<file path="src/rtl/rdp_gate_pkg.sv">
package rdp_gate_pkg;

   typedef enum logic [1:0] {
      BOOT_FLASH  = 2'd0,
      BOOT_RAM    = 2'd1,
      BOOT_LOADER = 2'd2,
      BOOT_SINST  = 2'd3
   } boot_e;

   typedef enum logic [2:0] {
      RGN_FLASH  = 3'd0,
      RGN_BACKUP = 3'd1,
      RGN_RSRAM  = 3'd2,
      RGN_OPTION = 3'd3
   } region_e;

   localparam int unsigned LEVEL_W  = 2;
   localparam int unsigned BOOT_W   = 2;
   localparam int unsigned REGION_W = 3;

   function automatic logic level_is_locked(input logic [LEVEL_W-1:0] lvl);
      return lvl[LEVEL_W-1];
   endfunction

endpackage

</file>
<file path="src/rtl/rdp_boot_resolve.sv">
module rdp_boot_resolve
   import rdp_gate_pkg::*;
(
   input  logic              clk,
   input  logic              rst_n,
   input  logic [LEVEL_W-1:0] prot_level,
   input  logic [BOOT_W-1:0] boot_req,
   input  logic              sboot_lock,
   output logic [BOOT_W-1:0] boot_sel,
   output logic              boot_fallback,
   output logic              dbg_en
);

   logic locked;
   logic forbid;
   logic fallback_q;
   logic dbg_q;

   assign locked = level_is_locked(prot_level);

   always_comb begin
      forbid = 1'b0;
      if (locked) begin
         unique case (boot_e'(boot_req))
            BOOT_RAM, BOOT_LOADER: forbid = 1'b1;
            BOOT_SINST:            forbid = sboot_lock;
            default:               forbid = 1'b0;
         endcase
      end
   end

   assign boot_sel = forbid ? BOOT_FLASH : boot_req;

   always_ff @(posedge clk or negedge rst_n) begin
      if (!rst_n) begin
         fallback_q <= 1'b0;
         dbg_q      <= 1'b0;
      end else begin
         fallback_q <= fallback_q | forbid;
         dbg_q      <= ~locked;
      end
   end

   assign boot_fallback = fallback_q;
   assign dbg_en        = dbg_q;

endmodule

</file>
<file path="src/rtl/rdp_access_policy.sv">
module rdp_access_policy
   import rdp_gate_pkg::*;
#(
   parameter int unsigned NUM_CORES = 2,
   parameter int unsigned SEC_CORE  = 1,
   localparam int unsigned CORE_W   = (NUM_CORES > 1) ? $clog2(NUM_CORES) : 1
) (
   input  logic [LEVEL_W-1:0]  prot_level,
   input  logic [BOOT_W-1:0]   boot_sel,
   input  logic                dbg_active,
   input  logic                sec_core_en,
   input  logic [REGION_W-1:0] region,
   input  logic                write,
   input  logic [CORE_W-1:0]   core,
   output logic                deny
);

   logic guarded;
   logic locked;
   logic restricted;
   logic protected_rgn;
   logic secure_master;
   logic deny_mode;
   logic deny_option;

   assign guarded       = (prot_level != '0);
   assign locked        = level_is_locked(prot_level);
   assign restricted    = dbg_active | (boot_e'(boot_sel) != BOOT_FLASH);
   assign protected_rgn = (region == RGN_FLASH) | (region == RGN_BACKUP) |
                          (region == RGN_RSRAM);
   assign secure_master = sec_core_en & (core == CORE_W'(SEC_CORE));

   assign deny_mode   = guarded & restricted & protected_rgn;
   assign deny_option = locked & write & (region == RGN_OPTION) & ~secure_master;
   assign deny        = deny_mode | deny_option;

endmodule

</file>
<file path="src/rtl/rdp_rsp_stage.sv">
module rdp_rsp_stage #(
   parameter int unsigned NUM_CORES = 2,
   localparam int unsigned CORE_W   = (NUM_CORES > 1) ? $clog2(NUM_CORES) : 1
) (
   input  logic                 clk,
   input  logic                 rst_n,
   input  logic                 accept,
   input  logic                 deny,
   input  logic [CORE_W-1:0]    core,
   output logic                 ready,
   output logic                 rsp_valid,
   output logic                 rsp_error,
   output logic [NUM_CORES-1:0] fault
);

   logic ready_q;
   logic valid_q;
   logic err_q;

   always_ff @(posedge clk or negedge rst_n) begin
      if (!rst_n) begin
         ready_q <= 1'b0;
         valid_q <= 1'b0;
         err_q   <= 1'b0;
      end else begin
         ready_q <= 1'b1;
         valid_q <= accept;
         err_q   <= accept & deny;
      end
   end

   for (genvar c = 0; c < NUM_CORES; c++) begin : g_fault
      logic hit_q;
      always_ff @(posedge clk or negedge rst_n) begin
         if (!rst_n) hit_q <= 1'b0;
         else        hit_q <= accept & deny & (core == CORE_W'(c));
      end
      assign fault[c] = hit_q;
   end

   assign ready     = ready_q;
   assign rsp_valid = valid_q;
   assign rsp_error = err_q;

endmodule

</file>
<file path="src/rtl/rdp_access_gate.sv">
module rdp_access_gate
   import rdp_gate_pkg::*;
#(
   parameter int unsigned NUM_CORES = 2,
   parameter int unsigned SEC_CORE  = 1,
   localparam int unsigned CORE_W   = (NUM_CORES > 1) ? $clog2(NUM_CORES) : 1
) (
   input  logic                 clk,
   input  logic                 rst_n,
   input  logic [1:0]           prot_level,
   input  logic [1:0]           boot_req,
   input  logic                 dbg_active,
   input  logic                 sec_core_en,
   input  logic                 sboot_lock,
   input  logic                 req_valid,
   output logic                 req_ready,
   input  logic                 req_write,
   input  logic [2:0]           req_region,
   input  logic [CORE_W-1:0]    req_core,
   output logic                 rsp_valid,
   output logic                 rsp_error,
   output logic [NUM_CORES-1:0] fault,
   output logic                 dbg_en,
   output logic [1:0]           boot_sel,
   output logic                 boot_fallback
);

   initial begin
      if (NUM_CORES < 2)
         $error("rdp_access_gate: NUM_CORES must be at least 2");
      if (SEC_CORE >= NUM_CORES)
         $error("rdp_access_gate: SEC_CORE out of range");
   end

   logic deny;
   logic accept;

   assign accept = req_valid & req_ready;

   rdp_boot_resolve u_boot (
      .clk           (clk),
      .rst_n         (rst_n),
      .prot_level    (prot_level),
      .boot_req      (boot_req),
      .sboot_lock    (sboot_lock),
      .boot_sel      (boot_sel),
      .boot_fallback (boot_fallback),
      .dbg_en        (dbg_en)
   );

   rdp_access_policy #(
      .NUM_CORES (NUM_CORES),
      .SEC_CORE  (SEC_CORE)
   ) u_policy (
      .prot_level  (prot_level),
      .boot_sel    (boot_sel),
      .dbg_active  (dbg_active),
      .sec_core_en (sec_core_en),
      .region      (req_region),
      .write       (req_write),
      .core        (req_core),
      .deny        (deny)
   );

   rdp_rsp_stage #(
      .NUM_CORES (NUM_CORES)
   ) u_rsp (
      .clk       (clk),
      .rst_n     (rst_n),
      .accept    (accept),
      .deny      (deny),
      .core      (req_core),
      .ready     (req_ready),
      .rsp_valid (rsp_valid),
      .rsp_error (rsp_error),
      .fault     (fault)
   );

endmodule

</file>
<file path="config.mk">
export PLATFORM = sky130hd
export DESIGN_NAME = rdp_access_gate
export DESIGN_NICKNAME = d
export VERILOG_FILES = /design/src/rtl/rdp_gate_pkg.sv /design/src/rtl/rdp_boot_resolve.sv /design/src/rtl/rdp_access_policy.sv /design/src/rtl/rdp_rsp_stage.sv /design/src/rtl/rdp_access_gate.sv
export SDC_FILE = /design/constraint.sdc
export NUM_CORES = 1
export LEC_CHECK = 0
export ABC_AREA = 1
export BUFFER_PORTS_ARGS = -buffer_cell sky130_fd_sc_hd__buf_4
export CAP_MARGIN = 20
export CORE_MARGIN = 5
export CORE_UTILIZATION = 25
export CTS_CLUSTER_DIAMETER = 60
export DETAILED_ROUTE_END_ITERATION = 12
export SYNTH_ARGS = -nofsm -noshare
export SYNTH_HDL_FRONTEND = slang
export SYNTH_SLANG_ARGS = --single-unit
export TNS_END_PERCENT = 30
</file>
<file path="constraint.sdc">
create_clock -name clk -period 1 [get_ports clk]
set_input_delay 0.25 -clock clk [delete_from_list [all_inputs] [get_ports clk]]
set_output_delay 0.25 -clock clk [all_outputs]
set_load 0.05 [all_outputs]
</file>
# Word-level counts from Yosys, hierarchy flattened
# Cells that the tools add are included.
[op_classes] n_eq_ne=6 n_mux=3 bitwise=18 reduce_logical=4
[op_table] operator="1-bit bitwise AND" count=10
[op_table] operator="3-bit by 2-bit == test with 1-bit output, second input constant" count=2
[op_table] operator="1-bit bitwise OR" count=5
[op_table] operator="2-bit == test, second input constant" count=2
[op_table] operator="2-bit nonzero test" count=2
[op_table] operator="3-bit by 1-bit == test with 1-bit output, second input constant" count=1
[op_table] operator="3-bit logical NOT" count=1
[op_table] operator="1-bit NOT" count=3
[op_table] operator="2-bit by 1-bit == test with 1-bit output, second input constant" count=1
[op_table] operator="2-bit 2-to-1 mux" count=1
[op_table] operator="1-bit one-hot mux with 2 select lines" count=1
[op_table] operator="2-bit OR reduction" count=1
[op_table] operator="1-bit 2-to-1 mux" count=1
[word_totals] register_bits=7 input_bits=15 out_inout_bits=9 elab_cells=38

# Longest topological paths before layout
# Gate-level depths: netlist of run 1.
[logic_depth] ltp_word=12 mapped_depth=11 ltp_nobuf=11

# Hierarchy
# Synthesis of run 1 repeated with hierarchy kept, for this count alone.
[hier_totals] hier_cells=45 area_unflattened_um2=349.1
[modules_own_cells] module="rdp_rsp_stage" instances=1 cells_per_inst=13 area_per_inst_um2=162.7 seq_area_each_um2=125.1
[modules_own_cells] module="rdp_boot_resolve" instances=1 cells_per_inst=16 area_per_inst_um2=125.1 seq_area_each_um2=50.0
[modules_own_cells] module="rdp_access_policy" instances=1 cells_per_inst=14 area_per_inst_um2=53.8 seq_area_each_um2=0.0
[modules_own_cells] module="rdp_access_gate" instances=1 cells_per_inst=2 area_per_inst_um2=7.5 seq_area_each_um2=0.0

# Least setup slack after synthesis of run 1
# Ideal clock, no wire load.
[synth_path] kind="input -> output" start="input port boot_req[0]" end="output port boot_sel[0]" t_arrival_ns=1.414 t_required_ns=0.750 setup_slack_ns=-0.664 stages=7 path_buffers=0 path_cell_list="inv_1 -> ha_1 -> inv_1 -> nand2_1 -> nand2_2 -> inv_1 -> nor2_1"
[synth_via] elab_chain_cells=5 elab_cells_between_ends=7 classes_between="eq/ne: 3; mux: 3; reduce/logical: 1"
[synth_lines] element="start: declaration" line_no="rdp_access_gate.sv:11" rtl="input logic [1:0] boot_req,"
[synth_lines] element="2-bit by 1-bit == test with 1-bit output or 2-bit == test (tied branches)" line_no="rdp_boot_resolve.sv:24" rtl="unique case (boot_e'(boot_req))"
[synth_lines] element="2-bit OR reduction" line_no="rdp_boot_resolve.sv:24"
[synth_lines] element="1-bit one-hot mux with 2 select lines" line_no="rdp_boot_resolve.sv:24"
[synth_lines] element="1-bit 2-to-1 mux" line_no="rdp_boot_resolve.sv:23" rtl="if (locked) begin"
[synth_lines] element="2-bit 2-to-1 mux (*)" line_no="rdp_boot_resolve.sv:32" rtl="assign boot_sel = forbid ? BOOT_FLASH : boot_req;"
[synth_lines] element="end: declaration" line_no="rdp_access_gate.sv:24" rtl="output logic [1:0] boot_sel,"
# Mark *: on every way between the ends. The rest lies on a longest branch, timed or not.

# Worst setup path after layout of run 1
[layout_path] start="input port boot_req[1]" end="output port boot_sel[0]"
[layout_via] elab_chain_cells=5 elab_cells_between_ends=7 classes_between="eq/ne: 3; mux: 3; reduce/logical: 1"
[layout_lines] element="2-bit by 1-bit == test with 1-bit output or 2-bit == test (tied branches)" line_no="rdp_boot_resolve.sv:24"
[layout_lines] element="2-bit OR reduction" line_no="rdp_boot_resolve.sv:24"
[layout_lines] element="1-bit one-hot mux with 2 select lines (*)" line_no="rdp_boot_resolve.sv:24"
[layout_lines] element="1-bit 2-to-1 mux (*)" line_no="rdp_boot_resolve.sv:23"
[layout_lines] element="2-bit 2-to-1 mux (*)" line_no="rdp_boot_resolve.sv:32"
# Marks and branches as above.

==> flow_metrics.py, run 1 <==
metrics = {
    "status": {
        "outcome": "finished, violations left",
        "violations": "negative setup slack",
    },
    "logic_synthesis": {
        "synth.net_count": 58,
        "synth_cell_types": 15,
        "synth_top_area_share": 0.502,
        "synth.ff_latch_count": 7,
        "synth-simple-area-share": 0.233,
        "synth_top_cell_by_area": "dfrtp_1",
        "synthMuxAreaShare": 0,
        "syn_area_um2": 349,
        "synth_adder_area_share": 0.0717,
        "synth_top_family_by_area": "simple AND/OR/NAND/NOR gates",
        "yosys-top-cells-area": "dfrtp_1, inv_1, nand2_1, ha_1, buf_4",
        "synth-edff-count": 0,
        "yosys_warnings": 0,
        "ys.flop_type": "dfrtp_1",
        "synthesis.instances": 41,
        "yosys.area_share.xor_xnor": 0,
        "synth_common_cells": "inv_1, nand2_1, dfrtp_1",
        "ys_seq_area_frac": 0.502,
        "syn_avg_cell_area_um2": 8.51,
        "synth-compound-area-share": 0.0430,
        "async_flop_share": 1.00,
    },
    "placement": {
        "gp_routability_congestion": 0.645,
        "io_buffers": 23,
        "dp_hpwl_um": 690,
        "place_inst": 84,
    },
    "min_path": {
        "hold_depth": 2,
        "hp-class": "primary input to flip-flop",
    },
    "worst_setup_path": {
        "cp.arrival_ns": 1.05,
        "critical_path_class": "primary input to primary output",
        "worst-r2r-cell-count": 4,
        "required_ns": 0.75,
        "cpPeakStageDelay_ns": 0.19,
        "cp-start-kind": "primary input",
        "slowest_stage": "ha_4",
        "worstPathCellList": "buf_12 > inv_12 > ha_4 > inv_2 > nand2_2 > nand2_4 > inv_4 > nor2_4 > buf_6",
        "crit_path_end_kind": "primary output",
        "cp_max_fo": 3,
    },
    "global_route": {
        "grt_pass1_wl_mm": 1.40,
        "use_met3": 0.0460,
        "grt_max_degree": 8,
        "use_met2": 0.166,
        "grt_util_all_layers": 0.0975,
        "antenna_found_initial": 0,
        "met1_usage": 0.0734,
        "grt-busiest-layer": "met2",
        "grt_overflow": 0,
        "grt_pass1_vias": 377,
    },
    "timing": {
        "grt_setup_unrepaired": "true",
        "finalMaxSlewViolations": 0,
        "setup_violations": 12,
        "fin_ws_ns": -0.303,
        "fin_crit_ns": 1.30,
        "finalCritPeriodShare": 1.30,
        "fin_skew_ns": 0.00341,
        "whs_ns": 0.170,
        "hold_viol_final": 0,
        "fmax_mhz": 768,
    },
    "clock_tree": {
        "cts.sinks": 7,
        "cts_made_buffers": 3,
        "clkTransAtPathRegs_ns": 0.05,
        "clockRootBuffer": "clkbuf_4",
        "cts.path.max_buffers": 2,
        "htree_levels": 1,
        "cts_tree": "done",
        "clk_latency_ns": 0.25,
    },
    "floorplanning": {
        "coreArea_mm2": 0.00132,
        "ios": 24,
        "dieWidth_um": 47.4,
        "die_area_mm2": 0.00224,
        "die_y_um": 47.4,
        "start_util": 0.265,
        "num_rows": 13,
    },
    "layout": {
        "nets": 94,
        "fin_cells": 91,
        "layout-drive-gt1-share": 0.684,
        "area_growth_pct": 114,
        "antenna_cells_inserted": 0,
        "fill_cells": 108,
    },
    "routing": {
        "drcViolationCount": 0,
        "drt_pass1_iterations": 2,
        "routed_wl_um": 853,
        "drtIter0Drc": 1,
        "vias": 364,
        "post_drt_wl_per_cell_um": 9.37,
        "viasPerCell": 4.00,
        "final_antenna_net_count": 0,
    },
    "power_and_ir_drop": {
        "ir_drop_mv": 0.437,
        "static-leakage-power_nw": 0.400,
        "power_density_mw_per_mm2": 1090,
        "total_power_uw": 814,
    },
    "job": {
        "maxCapViolCount": 0,
    },
}
-- critical path: cells and delay by family --
family                     cells  cell delay, ns
buffers and inverters          5            0.41
and+or+nand+nor                3            0.20
adders and majority gates      1            0.19
-- path summary, 6_finish.rpt --
kind / start / end / slack [ns]
min reg2reg: u_boot.boot_fallback$_DFF_PN0_ / u_boot.boot_fallback$_DFF_PN0_ / 0.50
max: boot_req[1] / boot_sel[0] / -0.30
min: req_core / u_rsp.g_fault[0].hit_q$_DFF_PN0_ / 0.17
max reg2reg: u_rsp.ready$_DFF_PN0_ / u_rsp.g_fault[1].hit_q$_DFF_PN0_ / 0.08
max in group asynchronous: rst_n / u_boot.boot_fallback$_DFF_PN0_ / 0.53
min in group asynchronous: rst_n / u_rsp.g_fault[0].hit_q$_DFF_PN0_ / 0.35
-- registers in the layout (all words and copies together), names as in the netlist --
| signal | count |
|---|---|
| u_boot.dbg_en | 1 |
| u_rsp.rsp_error | 1 |
| u_rsp.ready | 1 |
| u_rsp.g_fault.hit_q | 2 |
| u_boot.boot_fallback | 1 |
| u_rsp.rsp_valid | 1 |
-- layout by cell type, fill, tap and decap left out, types with 2 or more instances in the layout --
master,netlist,final
inv_2,1,3
nor2_2,1,2
buf_6,0,10
nand2_2,2,3
nand2_1,8,6
inv_1,8,3
nor2_4,0,2
buf_4,2,20
dfrtp_1,7,7
clkbuf_4,0,3
-- power breakdown --
part	switching, mW	leakage, nW	internal [mW]
clock network	0.0945	0.0150	0.152
registers	0.00494	0.0863	0.293
logic	0.137	0.298	0.133
-- repair_timing --
action,in CTS,in global routing
endpoints found under the setup margin,12,12
hold buffers,1,0
pin swaps,4,4
hold endpoints to repair,7,0
setup buffers,3,1
resized for setup,18,4
-- routing by layer --
layer | wire length, µm | up-vias
met5 | 0 | -
met4 | 0 | 0
met3 | 61 | 0
met2 | 516 | 12
met1 | 275 | 167
li1 | - | 185
-- area by class of cell --
type	count	area (µm²)	area share
clock buffer	4	26.3	0.0352
inverter	9	53.8	0.0720
multi-input combinational	23	165	0.221
sequential	7	175	0.235
tap	15	18.8	0.0251
timing repair buffer	33	308	0.412
-- stage by stage --
stage	setup TNS [ns]	utilization	setup slack, ns	area [µm²]
4_1_cts	-1.41	0.559	-0.299	737
2_1_floorplan	-0.980	-	-0.227	394
6_report	-0.986	0.567	-0.303	747
5_1_grt	-1.53	0.567	-0.336	747
3_3_place_gp	-2.08	0.473	-0.384	623
3_5_place_dp	-2.18	0.473	-0.402	623
-- cell families after synthesis --
| family | after synthesis |
|---|---|
| DFF | 7 |
| and+or+nand+nor | 18 |
| AOI/OAI and AO/OA | 2 |
| buffers and inverters | 11 |
| other | 1 |
| adders and majority gates | 2 |
Note: power is estimated with default switching activity, not from simulation.
==> run 2, diff against run 1 <==
--- a/config.mk
+++ b/config.mk
@@ -8,10 +8,11 @@
 export ABC_AREA = 1
 export BUFFER_PORTS_ARGS = -buffer_cell sky130_fd_sc_hd__buf_4
 export CAP_MARGIN = 20
-export CORE_MARGIN = 5
 export CORE_UTILIZATION = 25
 export CTS_CLUSTER_DIAMETER = 60
 export DETAILED_ROUTE_END_ITERATION = 12
+export GPL_TIMING_DRIVEN = 0
+export SKIP_LAST_GASP = 1
 export SYNTH_ARGS = -nofsm -noshare
 export SYNTH_HDL_FRONTEND = slang
 export SYNTH_SLANG_ARGS = --single-unit
==> run 2 against run 1 <==
  * The flow still finishes with violations (negative setup slack)
  * Cell count fell by 6.6%
  * Clock skew is 0.0010 ns higher
  * Clock-buffer cell count unchanged
  * Critical path type unchanged
  * Critical endpoint unchanged
==> flow_metrics.py, run 2 (synthesized netlist as in run 1, its figures left out) <==
metrics = {
    "clock_tree": {
        "cts_tree": "done",
        "cts.path.max_buffers": 2,
        "clk_latency_ns": 0.24,
        "cts_made_buffers": 3,
        "clockRootBuffer": "clkbuf_4",
        "htree_levels": 1,
        "clkTransAtPathRegs_ns": 0.05,
        "cts.sinks": 7,
    },
    "layout": {
        "final_cell_mix": "buf_4, nand2_1, dfrtp_1",
        "largest_register_ff_count": 2,
        "area_growth_pct": 93.9,
        "layout-drive-gt1-share": 0.614,
        "antenna_cells_inserted": 0,
        "fin_cells": 85,
        "nets": 88,
        "final_common_cell": "buf_4",
        "fill_cells": 129,
        "final_area_um2": 677,
        "fin_util": 0.520,
        "regMostFlops": "u_rsp.g_fault.hit_q",
    },
    "timing": {
        "fin_ws_ns": -0.295,
        "hold_viol_final": 0,
        "whs_ns": 0.174,
        "setup_tns_ns": -1.02,
        "setup_violations": 12,
        "fin_crit_ns": 1.29,
        "grt_setup_unrepaired": "true",
        "fmax_mhz": 772,
        "finalCritPeriodShare": 1.29,
        "finalMaxSlewViolations": 0,
        "fin_skew_ns": 0.00443,
    },
    "floorplanning": {
        "coreArea_mm2": 0.00130,
        "dieWidth_um": 39.4,
        "die_area_mm2": 0.00155,
        "ios": 24,
        "num_rows": 13,
        "die_y_um": 39.4,
        "start_util": 0.268,
    },
    "worst_setup_path": {
        "critical_path_class": "primary input to primary output",
        "required_ns": 0.75,
        "cp_max_fo": 3,
        "cp-start-kind": "primary input",
        "worst-r2r-cell-count": 4,
        "cp.arrival_ns": 1.04,
        "crit_path_end_kind": "primary output",
    },
    "routing": {
        "drcViolationCount": 0,
        "post_drt_wl_per_cell_um": 7.45,
        "drtIter0Drc": 1,
        "final_antenna_net_count": 0,
        "routed_wl_um": 633,
        "vias": 328,
        "drt_pass1_iterations": 2,
        "viasPerCell": 3.86,
    },
    "placement": {
        "dp_hpwl_um": 533,
        "placed_area_um2": 586,
        "dp_slack_ns": -0.430,
        "place_inst": 79,
        "io_buffers": 23,
        "gp_routability_congestion": 0.570,
    },
    "power_and_ir_drop": {
        "switching_share": 0.286,
        "ir_drop_mv": 0.495,
        "p_int_uw": 556,
        "clock_power_share": 0.313,
        "seq_power_share": 0.381,
        "power_density_mw_per_mm2": 1150,
        "total_power_uw": 778,
        "switching_power_uw": 222,
        "static-leakage-power_nw": 0.363,
        "p_comb_frac": 0.306,
    },
    "global_route": {
        "grt_pass1_wl_um": 931,
        "grt_pass1_vias": 258,
        "antenna_found_initial": 0,
        "grt_max_degree": 8,
        "grt_overflow": 0,
        "grt_util_all_layers": 0.0926,
    },
    "status": {
        "outcome": "finished, violations left",
        "violations": "negative setup slack",
    },
    "min_path": {
        "hp-class": "primary input to flip-flop",
        "hold_depth": 2,
    },
    "job": {
        "maxCapViolCount": 0,
    },
}
## run 2: changes by cell type in the layout (fill, tap and decap cells not counted)
| cell | delta |
|---|---|
| nand2_4 | -1 |
| inv_1 | +1 |
| nor2_1 | +1 |
| buf_6 | -8 |
| inv_2 | -1 |
| buf_8 | +2 |
| nor2_2 | -1 |
| nand2_1 | +1 |
## run 2: repair_timing
item | in CTS | in global routing
hold endpoints to repair | 7 | 0
setup endpoints to repair | 13 | 12
hold buffers | 1 | 0
setup buffers | 3 | 0
gates resized for setup | 11 | 2
pin swaps | 3 | 1
## run 2: final cells by class
cell class,count,area (µm²),share of cell area
Timing Repair Buffer,27,248,0.366
Multi-Input combinational cell,23,155,0.229
Clock buffer,4,26.3,0.0388
Tap cell,15,18.8,0.0277
Inverter,9,53.8,0.0795
Sequential cell,7,175,0.259
## run 2: power groups by stage
stage	sequential, mW	clock [mW]	combinational [mW]
2_1_floorplan	0.328	0	0.0941
3_3_place_gp	0.300	0	0.208
3_5_place_dp	0.301	0	0.209
4_1_cts	0.296	0.254	0.240
5_1_grt	0.297	0.268	0.257
6_report	0.297	0.244	0.238
## run 2: worst max-delay path: stages
cell     delay, ns
buf_8         0.11
inv_6         0.05
ha_4          0.19
inv_2         0.05
nand2_2       0.04
nand2_2       0.08
inv_4         0.05
nor2_4        0.07
buf_6         0.16
## run 2: final timing paths
| kind | startpoint | endpoint | slack (ns) |
|---|---|---|---|
| max | boot_req[0] | boot_sel[0] | -0.29 |
| min | req_core | u_rsp.g_fault[0].hit_q$_DFF_PN0_ | 0.17 |
| max reg2reg | u_rsp.ready$_DFF_PN0_ | u_rsp.g_fault[0].hit_q$_DFF_PN0_ | 0.12 |
| min reg2reg | u_boot.boot_fallback$_DFF_PN0_ | u_boot.boot_fallback$_DFF_PN0_ | 0.46 |
| max in group asynchronous | rst_n | u_rsp.g_fault[0].hit_q$_DFF_PN0_ | 0.53 |
| min in group asynchronous | rst_n | u_rsp.g_fault[1].hit_q$_DFF_PN0_ | 0.35 |
## run 2: per-layer routing
layer	wire (µm)	share of wire	global-route usage
met1	248	0.39	0.121
met2	350	0.55	0.129
met5	0	0	0
met4	0	0	0.103
met3	34	0.054	0
